===== src/rtl/i2c_cmd_gate.sv =====
module i2c_cmd_gate #(
  parameter int DATA_W = 8,
  parameter int CODE_W = 5
) (
  input  logic                     clk,
  input  logic                     rst_n,
  input  logic                     wr_en,
  input  logic [DATA_W+CODE_W-1:0] wr_data,
  input  logic                     rd_en,
  output logic [DATA_W+2:0]        rd_data,
  input  logic [DATA_W-1:0]        rx_data,
  input  logic                     m_irq,
  input  logic                     s_irq,
  output logic                     m_cmd_vld,
  output logic                     s_cmd_vld,
  output logic [CODE_W-2:0]        cmd_code,
  output logic [DATA_W-1:0]        cmd_data
);
  localparam int WR_W = DATA_W + CODE_W;
  localparam int LW   = CODE_W - 1;
  localparam logic [LW-1:0] OP_NOP   = LW'(0);
  localparam logic [LW-1:0] OP_READ  = LW'(4);
  localparam logic [LW-1:0] OP_WRITE = LW'(5);
  localparam logic [LW-1:0] OP_STOP  = LW'(6);

  logic          to_slave;
  logic [LW-1:0] op;
  logic          m_legal, s_legal, take_m, take_s, reject;
  logic          m_lock, s_lock, err;

  assign to_slave = wr_data[WR_W-1];
  assign op       = wr_data[WR_W-2:DATA_W];

  assign m_legal = !to_slave &&
                   (op == OP_NOP || op == OP_READ || op == OP_WRITE || op == OP_STOP);
  assign s_legal = to_slave && (op == OP_NOP || op == OP_STOP);

  assign take_m = wr_en && m_legal && !m_lock;
  assign take_s = wr_en && s_legal && !s_lock;
  assign reject = wr_en && !take_m && !take_s;

  always_ff @(posedge clk or negedge rst_n) begin
    if (!rst_n) begin
      m_lock    <= 1'b0;
      s_lock    <= 1'b0;
      err       <= 1'b0;
      m_cmd_vld <= 1'b0;
      s_cmd_vld <= 1'b0;
      cmd_code  <= '0;
      cmd_data  <= '0;
    end else begin
      m_lock    <= take_m | (m_lock & ~m_irq);
      s_lock    <= take_s | (s_lock & ~s_irq);
      err       <= reject | (err & ~rd_en);
      m_cmd_vld <= take_m;
      s_cmd_vld <= take_s;
      if (take_m || take_s) begin
        cmd_code <= op;
        cmd_data <= wr_data[DATA_W-1:0];
      end
    end
  end

  assign rd_data = {err, s_lock, m_lock, rx_data};
endmodule


===== config.mk =====
export PLATFORM = sky130hd
export DESIGN_NAME = i2c_cmd_gate
export DESIGN_NICKNAME = d
export VERILOG_FILES = /design/src/rtl/i2c_cmd_gate.sv
export SDC_FILE = /design/constraint.sdc
export NUM_CORES = 1
export LEC_CHECK = 0
export BUFFER_PORTS_ARGS = -buffer_cell sky130_fd_sc_hd__buf_2
export CAP_MARGIN = 25
export CORE_ASPECT_RATIO = 2
export CORE_MARGIN = 1.5
export CORE_UTILIZATION = 25
export CTS_CLUSTER_DIAMETER = 150
export DETAILED_ROUTE_END_ITERATION = 7
export GPL_ROUTABILITY_DRIVEN = 1
export PLACE_DENSITY_LB_ADDON = 0.05
export SLEW_MARGIN = 10
export SYNTH_ARGS = -nofsm -noshare
export SYNTH_HDL_FRONTEND = slang
export SYNTH_SLANG_ARGS = --single-unit
export TNS_END_PERCENT = 50

===== constraint.sdc =====
create_clock -name clk -period 1.8 [get_ports clk]
set_clock_uncertainty 0.05 [all_clocks]
set_input_delay 0.27 -clock clk [delete_from_list [all_inputs] [get_ports clk]]
set_output_delay 0.27 -clock clk [all_outputs]
set_load 0.03 [all_outputs]

# Word level (Yosys, flattened, before mapping)
# Index checks and enable logic that the tools add are counted.
# word_totals
out_inout_bits	25
inputBits	27
register_bits	17
mem_bits_ro	0
mem_count	0
word_cells	38
mem_bits_rw	0
latch_bits	0
# classes
n_shift	0
eq_ne	3
bitwise	9
n_reduce_logical	19
div	0
n_addsub	0
n_mux	0
magnitude_cmp	0
n_mul	0
# ops
operator	count
equality test 4 x 3 -> 1 bit, second input constant	3
logical AND 1 bit	8
zero test 1 bit	5
logical OR 1 bit	5
zero test 4 bit	1
AND 1 bit	3
NOT 1 bit	3
bitwise OR 1 bit	3

# Depth between registers and ports, before layout
# Gate-level depths: netlist (run 1).
# depth
ltp_word	11
ltp_mapped	5
mapped_depth_nobuf	4

# Worst setup path before layout (run 1)
# Ideal clock, no wire load.
# synth_path
path_type	reg2reg
start	reg m_lock
end	reg cmd_data[0]
setup_ns	0.125
path_slack_ns	-0.102
arrival_ns	1.727
stages_incl_launch_ff	6
cell_sequence	dfrtp_1 > or4b_1 > buf_2 > a211o_4 > nand2_8 > mux2_4
# synth_via
elab_chain_cells	3
# synth_rtl
element	line_no	rtl
start: declaration	29	logic m_lock, s_lock, err;
start signal: assignment	52	m_lock <= take_m | (m_lock & ~m_irq);
zero test 1 bit	38	assign take_m = wr_en && m_legal && !m_lock;
logical AND 1 bit	38	
logical OR 1 bit	57	if (take_m || take_s) begin
end signal: assignment	59	cmd_data <= wr_data[DATA_W-1:0];
end: declaration	17	output logic [DATA_W-1:0] cmd_data
# Every way passes these cells.
# A chain may end at the register's enable or synchronous reset.

# Worst setup path in the final report (run 1)
# layout_path
start	reg m_lock
end	reg cmd_data[5]
# Same word-level chain as after synthesis.

==> flow_summary.json, run 1 <==
{
  "status": "finished, final reports clean",
  "peakVddDrop_v": 0.000525,
  "design.core.area_um2": 3380,
  "gr-usage-all-layers_pct": 11.2,
  "hp-class": "input port to flip-flop",
  "worstHoldStart": "rd_en",
  "die_w_um": 45.1,
  "setup_tns_ps": 0,
  "critPathArrivalTime_ps": 1860,
  "cts-buffers-inserted": 3,
  "rr_endpoint": "cmd_data[5]$_DFFE_PN0P_",
  "grt_max_degree": 18,
  "end_kind": "flip-flop",
  "fmax_ghz": 0.563,
  "insertion_delay_ps": 250,
  "io_buffers": 35,
  "critPathMaxFanout": 8,
  "path_clk_slew_ps": 70,
  "grt_first_pass_wirelength_um": 3130,
  "ys_seq_area_share_pct": 48.0,
  "seq_area_um2": 425,
  "drcViolationCount": 0,
  "rsz0062_at_grt": "true",
  "cts_tree": "done",
  "r2r-start": "m_lock$_DFF_PN0_",
  "crit_family": "simple AND/OR/NAND/NOR gates",
  "final_layout_size_suffix_gt1_share_pct": 54.1,
  "power.leakage_nw": 0.598,
  "die_area_um2": 3940,
  "rows": 30,
  "relSlewSlack_pct": 73.9,
  "postRouteWirelength_um": 2050,
  "area_delta_synth_final_pct": 27.4,
  "gp_congestion": 0.739,
  "holdPathEnd": "err$_DFF_PN0_",
  "placed_cell_area_um2": 1060,
  "ys_top_cells_by_area": "dfrtp_1 (48%), mux2_4 (14%), buf_4 (9.3%)",
  "vias": 667,
  "cp_slowest_stage_delay_ps": 490,
  "viasPerCell": 4.73,
  "syn_inst": 74,
  "multiInputGateArea_um2": 348,
  "syn-num-nets": 101,
  "htree_levels": 1,
  "synth.distinct_cells": 30,
  "design_area_um2": 1130,
  "crit_chain": "or4b_4 -> a211o_4 -> nand2_8 -> mux2_4",
  "setup_viol": 0,
  "grt_pass1_vias": 711,
  "clock-root-buffer": "clkbuf_8",
  "hpwl_um": 1670,
  "worst-slew-pin-transition_ps": 392,
  "synth_area_um2": 887,
  "finalCritPeriodShare_pct": 98.7,
  "r2r_setup_slack_ps": 20,
  "slowest_stage": "or4b_4",
  "first_iter_violations": 5,
  "required_ps": 1880,
  "diodes": 0,
  "criticalPathCategory": "flip-flop to flip-flop",
  "cts_max_path_buffers": 2,
  "r2r_cells": 4,
  "final_nets": 137,
  "routedWlPerCell_um": 14.5,
  "ys_warn_count": 0,
  "power.density_nw_per_um2": 1080,
  "numClockSinks": 17,
  "synth-seq-cells": 17,
  "slew_violations": 0,
  "fin_crit_ps": 1780,
  "io_pins": 52,
  "dr.pass1.iters": 2,
  "die_h_um": 87.2,
  "initial_core_util_pct": 26.3,
  "cp-start-kind": "flip-flop",
  "synth_top_area_share_pct": 48.0,
  "avgSynthCellArea_um2": 12.0,
  "path_buf_inv": 0,
  "synth_top_cell_by_area": "dfrtp_1",
  "hold_viol_final": 0,
  "drtAntennaViolNets": 0,
  "overflow": 0,
  "fillers": 368,
  "fin_util_pct": 33.4,
  "drv_cap": 0,
  "antenna_found_initial": 0,
  "holdPathStages": 2,
  "finalHoldWorstSlack_ps": 126
}
[flip-flops by register name, indices dropped and copies added, names as in the netlist]
name and cells:
cmd_code 4, cmd_data 8, err 1, m_cmd_vld 1, m_lock 1, s_cmd_vld 1
s_lock 1
[per-stage QoR]
step | power (mW) | worst slack, ps | std cells
after floorplan | 0.833 | -68.1 | 74
after global placement | 0.941 | -54.5 | 135
after detailed placement | 0.941 | -73.4 | 135
after CTS | 1.25 | 0.132 | 140
after global routing | 1.28 | -17.0 | 141
final | 1.22 | 23.6 | 141
[repair_timing]
item	CTS	global route
endpoints found under the setup margin	8	8
endpoints found under the hold margin	17	0
setup buffers	0	1
hold buffers	1	0
gates resized for setup	1	0
pin swaps	1	0
[layout make-up]
cell class                      count  area share [%]
Clock buffer                        4            3.99
Inverter                            7            2.33
Multi-Input combinational cell     37            30.8
Sequential cell                    17            37.7
Tap cell                           32            3.54
Timing Repair Buffer               44            21.7
[metal layers]
layer	share of wire [%]	GRT usage [%]	wire length [µm]
met5	0	0	0
met4	1.2	5.61	25
met3	4.1	2.28	83
met2	60	21.2	1230
met1	34	10.4	703
[Yosys cell counts]
cell type  number
nand2_1         1
nor2_1          2
o31a_1          1
o32ai_1         1
a221oi_1        1
mux2_4          8
dfrtp_1        17
a21o_1          1
nor3_1          1
inv_1           7
nand2b_1        1
nor2b_1         2
or4b_1          1
and3_1          1
o21ai_0         2
mux2i_1         1
nand2_8         1
a32o_1          1
o21ai_1         2
nand4_1         1
nand3_1         2
a31o_2          1
a211o_4         1
clkbuf_1        1
a31oi_1         1
a41oi_1         1
buf_2           1
xnor2_1         1
nand4_2         1
buf_4          11
[cells in the final DEF (no fill, tap or decap), types with 2 or more instances in the layout]
master    count
nor2_1        2
clkbuf_8      3
nor2b_1       2
buf_2        35
buf_4         8
o21ai_0       2
mux2_4        8
nand3_1       2
o21ai_1       2
inv_1         7
dfrtp_1      17
[where the power goes]
| part | leakage, nW | internal [mW] | switching (mW) |
|---|---|---|---|
| Sequential | 0.209 | 0.458 | 0.0422 |
| Combinational | 0.367 | 0.179 | 0.253 |
| Clock | 0.0228 | 0.157 | 0.127 |
[cell families (layout without fill, tap and decap cells)]
family                    count (synthesis)  after routing  synth area share [%]
and+or+nand+nor                          14             14                  11.3
muxes                                     9              9                  14.7
buffers and inverters                    20             55                  13.3
DFF                                      17             17                  48.0
AOI/OAI and AO/OA                        13             13                  11.8
xor gates and xnor gates                  1              1                 0.987
[worst max-delay path by stage]
stage / from / to / slack (ps) / cells past startpoint
6_report: m_lock$_DFF_PN0_ / cmd_data[5]$_DFFE_PN0P_ / 20 / 4
5_1_grt: m_lock$_DFF_PN0_ / cmd_data[5]$_DFFE_PN0P_ / -20 / 4
4_1_cts: m_lock$_DFF_PN0_ / cmd_data[5]$_DFFE_PN0P_ / 0.1 / 4
3_5_place_dp: wr_data[11] / cmd_data[2]$_DFFE_PN0P_ / -70 / 5
3_3_place_gp: wr_data[11] / cmd_data[2]$_DFFE_PN0P_ / -50 / 5
2_1_floorplan: m_lock$_DFF_PN0_ / cmd_data[0]$_DFFE_PN0P_ / -70 / 5
Note: power is estimated with default switching activity, not from simulation.
==> inputs of run 2 (changes only) <==
CORE_ASPECT_RATIO = 1.2   (was 2)
CTS_CLUSTER_SIZE = 8   (was default)
==> run 2 against run 1 <==
Net effect:
- register-to-register slack about the same
- sequential cell count unchanged
- sequential power about the same
- maximum frequency hardly changed
- critical path type unchanged
- largest power group unchanged
- count of clock-buffer cells in the layout is the same
- cell count grew 2.8%
==> flow_summary.json, run 2 (synthesis results as in run 1) <==
{
  "largest_reg_flops": 8,
  "cts_tree": "done",
  "drv_cap": 0,
  "final_common_cell": "buf_2",
  "io_buffers": 35,
  "end_kind": "flip-flop",
  "criticalPathCategory": "flip-flop to flip-flop",
  "initial_core_util_pct": 26.3,
  "final_layout_size_suffix_gt1_share_pct": 53.7,
  "critPathMaxFanout": 8,
  "final_cell_mix": "buf_2 (35), dfrtp_1 (17), mux2_4 (8)",
  "numClockSinks": 17,
  "die_h_um": 68.3,
  "gp_congestion": 0.721,
  "grt_util_met3_pct": 1.89,
  "die_w_um": 57.4,
  "worst-slew-pin-transition_ps": 385,
  "viasPerCell": 4.47,
  "cts_max_path_buffers": 2,
  "status": "finished, final reports clean",
  "diodes": 0,
  "fillers": 350,
  "insertion_delay_ps": 240,
  "finalCritPeriodShare_pct": 98.7,
  "placed_cell_area_um2": 1070,
  "pre_cts_ws_ps": -75.6,
  "design.core.area_um2": 3370,
  "peakVddDrop_v": 0.000436,
  "cts-buffers-inserted": 3,
  "grt_use_met1_pct": 11.8,
  "timing.final.ws_setup_ps": 24.1,
  "htree_levels": 1,
  "hpwl_um": 1470,
  "routedWlPerCell_um": 12.8,
  "clock-root-buffer": "clkbuf_8",
  "grt_busiest_layer": "met2",
  "setup_viol": 0,
  "vias": 648,
  "rows": 23,
  "drtAntennaViolNets": 0,
  "slew_violations": 0,
  "io_pins": 52,
  "power.leakage_nw": 0.594,
  "power.density_nw_per_um2": 1060,
  "critPathArrivalTime_ps": 1860,
  "met2_usage_pct": 18.9,
  "rsz0062_at_grt": "true",
  "grt_first_pass_wirelength_um": 3150,
  "top_register": "cmd_data",
  "die_area_um2": 3920,
  "area_delta_synth_final_pct": 27.2,
  "path_clk_slew_ps": 60,
  "gr-usage-all-layers_pct": 10.5,
  "grt_max_degree": 18,
  "required_ps": 1880,
  "dr.pass1.iters": 4,
  "final_nets": 136,
  "fin_crit_ps": 1780,
  "total_power_mw": 1.20,
  "antenna_found_initial": 0,
  "hp-class": "input port to flip-flop",
  "grt_pass1_vias": 679,
  "postCtsSetupRepairBufs": 0,
  "relSlewSlack_pct": 74.3,
  "setup_tns_ps": 0,
  "postRouteWirelength_um": 1850,
  "first_iter_violations": 13,
  "cp-start-kind": "flip-flop",
  "reg_top3": "cmd_data x8, cmd_code x4",
  "overflow": 0,
  "design_area_um2": 1130,
  "hold_viol_final": 0,
  "drcViolationCount": 0,
  "fmax_ghz": 0.563
}
==> run 2: cell types whose count changed in the layout (fill, tap and decap cells not counted) <==
cell	before	now
buf_4	8	7
==> run 2: per-layer routing <==
metal  share of wire (%)  wire length (µm)
met4                 1.3                25
met3                 5.9               109
met2                  50               927
met1                  43               791
met5                   0                 0
==> run 2: path summary, 6_finish.rpt <==
kind | slack, ps | to | depth (start not counted) | startpoint
hold reg to reg | 460 | cmd_data[3]$_DFFE_PN0P_ | 1 | cmd_data[3]$_DFFE_PN0P_
max in group asynchronous | 1000 | s_lock$_DFF_PN0_ | 2 | rst_n
setup / recovery | 20 | cmd_data[3]$_DFFE_PN0P_ | 4 | m_lock$_DFF_PN0_
hold / removal | 130 | m_lock$_DFF_PN0_ | 2 | m_irq
setup reg to reg | 20 | cmd_data[3]$_DFFE_PN0P_ | 4 | m_lock$_DFF_PN0_
min in group asynchronous | 430 | cmd_code[3]$_DFFE_PN0P_ | 2 | rst_n
==> run 2: critical path: stages (launching register included) <==
cell	delay (ps)
dfrtp_1	370
or4b_4	490
a211o_4	310
nand2_8	120
mux2_4	310
==> run 2: final cells by class <==
| cell class | count | area, µm² | share of cell area (%) |
|---|---|---|---|
| clock buffers | 4 | 45.0 | 3.99 |
| inverters | 7 | 26.3 | 2.33 |
| flip-flops and latches | 17 | 425 | 37.7 |
| well taps | 37 | 46.3 | 4.10 |
| repair buffers | 43 | 238 | 21.1 |
| multi-input cells | 37 | 348 | 30.8 |
==> run 2: what timing repair did <==
item                                    4_1_cts  5_1_grt
hold endpoints to repair                     17        0
hold buffers                                  1        0
endpoints found under the setup margin        8        8
resized for setup                             1        0
==> run 2: through the flow <==
| stage | util, % | hold WS (ps) | instances |
|---|---|---|---|
| finish | 33.5 | 131 | 145 |
| floorplan | - | -75.6 | 74 |
| CTS | 33.5 | 123 | 145 |
| detailed placement | 31.8 | 174 | 140 |
| global route | 33.5 | 124 | 145 |
| global placement | 31.8 | 170 | 140 |
==> run 2: power by group <==
| group | switching (mW) | internal, mW | leakage, nW | total, mW |
|---|---|---|---|---|
| sequential | 0.0400 | 0.458 | 0.209 | 0.498 |
| combinational | 0.250 | 0.179 | 0.362 | 0.429 |
| clock | 0.118 | 0.157 | 0.0228 | 0.274 |
==> inputs of run 3 (changes only) <==
CORE_ASPECT_RATIO = 0.9   (was 1.2)
==> run 3 against run 2 <==
Net effect:
- sequential power barely moved
- setup slack improved by 1.5 ps
- total power rose by 1.4%
- critical path type unchanged
- critical endpoint is now cmd_data[2]$_DFFE_PN0P_
- largest cell class unchanged
- highest routed layer unchanged
==> flow_summary.json, run 3 (synthesis results as in run 1) <==
{
  "status": "finished, final reports clean",
  "io_buffers": 35,
  "power.leakage_nw": 0.596,
  "critPathMaxFanout": 8,
  "final_nets": 136,
  "gr-usage-all-layers_pct": 10.3,
  "p_comb_share_pct": 35.2,
  "overflow": 0,
  "fillers": 350,
  "drtAntennaViolNets": 0,
  "first_iter_violations": 16,
  "hold_viol_final": 0,
  "required_ps": 1890,
  "initial_core_util_pct": 26.3,
  "rows": 20,
  "worst-slew-pin-transition_ps": 384,
  "cts_tree": "done",
  "peakVddDrop_v": 0.000367,
  "grt_pass1_vias": 624,
  "fin_crit_ps": 1770,
  "design.core.area_um2": 3380,
  "path_clk_slew_ps": 70,
  "vias": 644,
  "die_w_um": 65.8,
  "final_common_cell": "buf_2",
  "end_kind": "flip-flop",
  "p_sw_share_pct": 35.3,
  "relSlewSlack_pct": 74.4,
  "setup_viol": 0,
  "p_clk_share_pct": 24.1,
  "seqPwrFrac_pct": 40.7,
  "grt_first_pass_wirelength_um": 2880,
  "drcViolationCount": 0,
  "fmax_ghz": 0.564,
  "die_h_um": 59.5,
  "top_register": "cmd_data",
  "cts_max_path_buffers": 2,
  "gp_congestion": 0.772,
  "power.density_nw_per_um2": 1070,
  "rsz0062_at_grt": "true",
  "grt_use_met1_pct": 13.3,
  "cts-buffers-inserted": 3,
  "grt_busiest_layer": "met2",
  "finalCritPeriodShare_pct": 98.6,
  "final_layout_size_suffix_gt1_share_pct": 54.6,
  "grt_util_met3_pct": 3.99,
  "p_int_mw": 0.789,
  "critPathArrivalTime_ps": 1860,
  "area_delta_synth_final_pct": 28.3,
  "diodes": 0,
  "cp-start-kind": "flip-flop",
  "slew_violations": 0,
  "power_switching_mw": 0.429,
  "reg_top3": "cmd_data x8, cmd_code x4",
  "finalHoldWorstSlack_ps": 127,
  "dr.pass1.iters": 4,
  "numClockSinks": 17,
  "io_pins": 52,
  "grt_max_degree": 18,
  "clock-root-buffer": "clkbuf_8",
  "insertion_delay_ps": 250,
  "final_cell_mix": "buf_2 (35), dfrtp_1 (17), mux2_4 (8)",
  "viasPerCell": 4.24,
  "fin_util_pct": 33.7,
  "postRouteWirelength_um": 1870,
  "routedWlPerCell_um": 12.3,
  "largest_reg_flops": 8,
  "hp-class": "input port to flip-flop",
  "hpwl_um": 1400,
  "drv_cap": 0,
  "met2_usage_pct": 14.6,
  "htree_levels": 1,
  "criticalPathCategory": "flip-flop to flip-flop",
  "die_area_um2": 3920,
  "postCtsSetupRepairBufs": 0,
  "antenna_found_initial": 0
}
==> run 3: worst max-delay path, stage by stage (launching register included) <==
cell and delay [ps]:
dfrtp_1 380, or4b_4 490, a211o_4 310, nand2_8 120, mux2_4 310
==> run 3: cell type report <==
| cell class | instances | area (µm²) | area share, % |
|---|---|---|---|
| timing repair buffer | 43 | 238 | 20.9 |
| clock inverter | 1 | 5.00 | 0.440 |
| tap | 44 | 55.1 | 4.84 |
| sequential | 17 | 425 | 37.4 |
| clock buffer | 3 | 41.3 | 3.63 |
| multi-input combinational | 37 | 348 | 30.5 |
| inverter | 7 | 26.3 | 2.31 |
==> run 3: what timing repair did <==
item / 4_1_cts / 5_1_grt
endpoints found under the hold margin: 17 / 0
hold buffers: 1 / 0
pin swaps: 0 / 1
endpoints found under the setup margin: 8 / 8
resized for setup: 1 / 0
==> run 3: stage by stage <==
step / instance area, µm² / power, mW / std cells / TNS, ps / setup WS (ps)
2_1_floorplan: 887 / 0.833 / 74 / -544 / -68.1
3_3_place_gp: 1080 / 0.932 / 147 / -483 / -61.3
3_5_place_dp: 1080 / 0.932 / 147 / -675 / -88.8
4_1_cts: 1140 / 1.24 / 152 / 0 / 9.03
5_1_grt: 1140 / 1.29 / 152 / -48.7 / -13.9
6_report: 1140 / 1.22 / 152 / 0 / 25.7
==> run 3: power groups by stage <==
stage	combinational (mW)	clock, mW	sequential [mW]
after floorplan	0.185	0	0.648
after global placement	0.429	0	0.503
after detailed placement	0.431	0	0.502
after CTS	0.435	0.313	0.496
after global routing	0.461	0.325	0.505
final	0.429	0.294	0.496
==> run 3: path summary, 6_finish.rpt <==
path / from / to / slack, ps / cells after the start
worst max register to register: m_lock$_DFF_PN0_ / cmd_data[2]$_DFFE_PN0P_ / 30 / 4
worst min-delay path: m_irq / m_lock$_DFF_PN0_ / 130 / 2
min in group asynchronous: rst_n / cmd_code[1]$_DFFE_PN0P_ / 410 / 2
worst max-delay path: m_lock$_DFF_PN0_ / cmd_data[2]$_DFFE_PN0P_ / 30 / 4
max in group asynchronous: rst_n / s_cmd_vld$_DFF_PN0_ / 1010 / 2
worst min register to register: cmd_data[1]$_DFFE_PN0P_ / cmd_data[1]$_DFFE_PN0P_ / 460 / 1
==> run 3: per-layer routing <==
layer  vias to the layer above  share of wire [%]
met1                       295                 48
met4                         0                2.0
li1                        318                  -
met5                         -                  0
met3                         8                7.4
met2                        23                 43
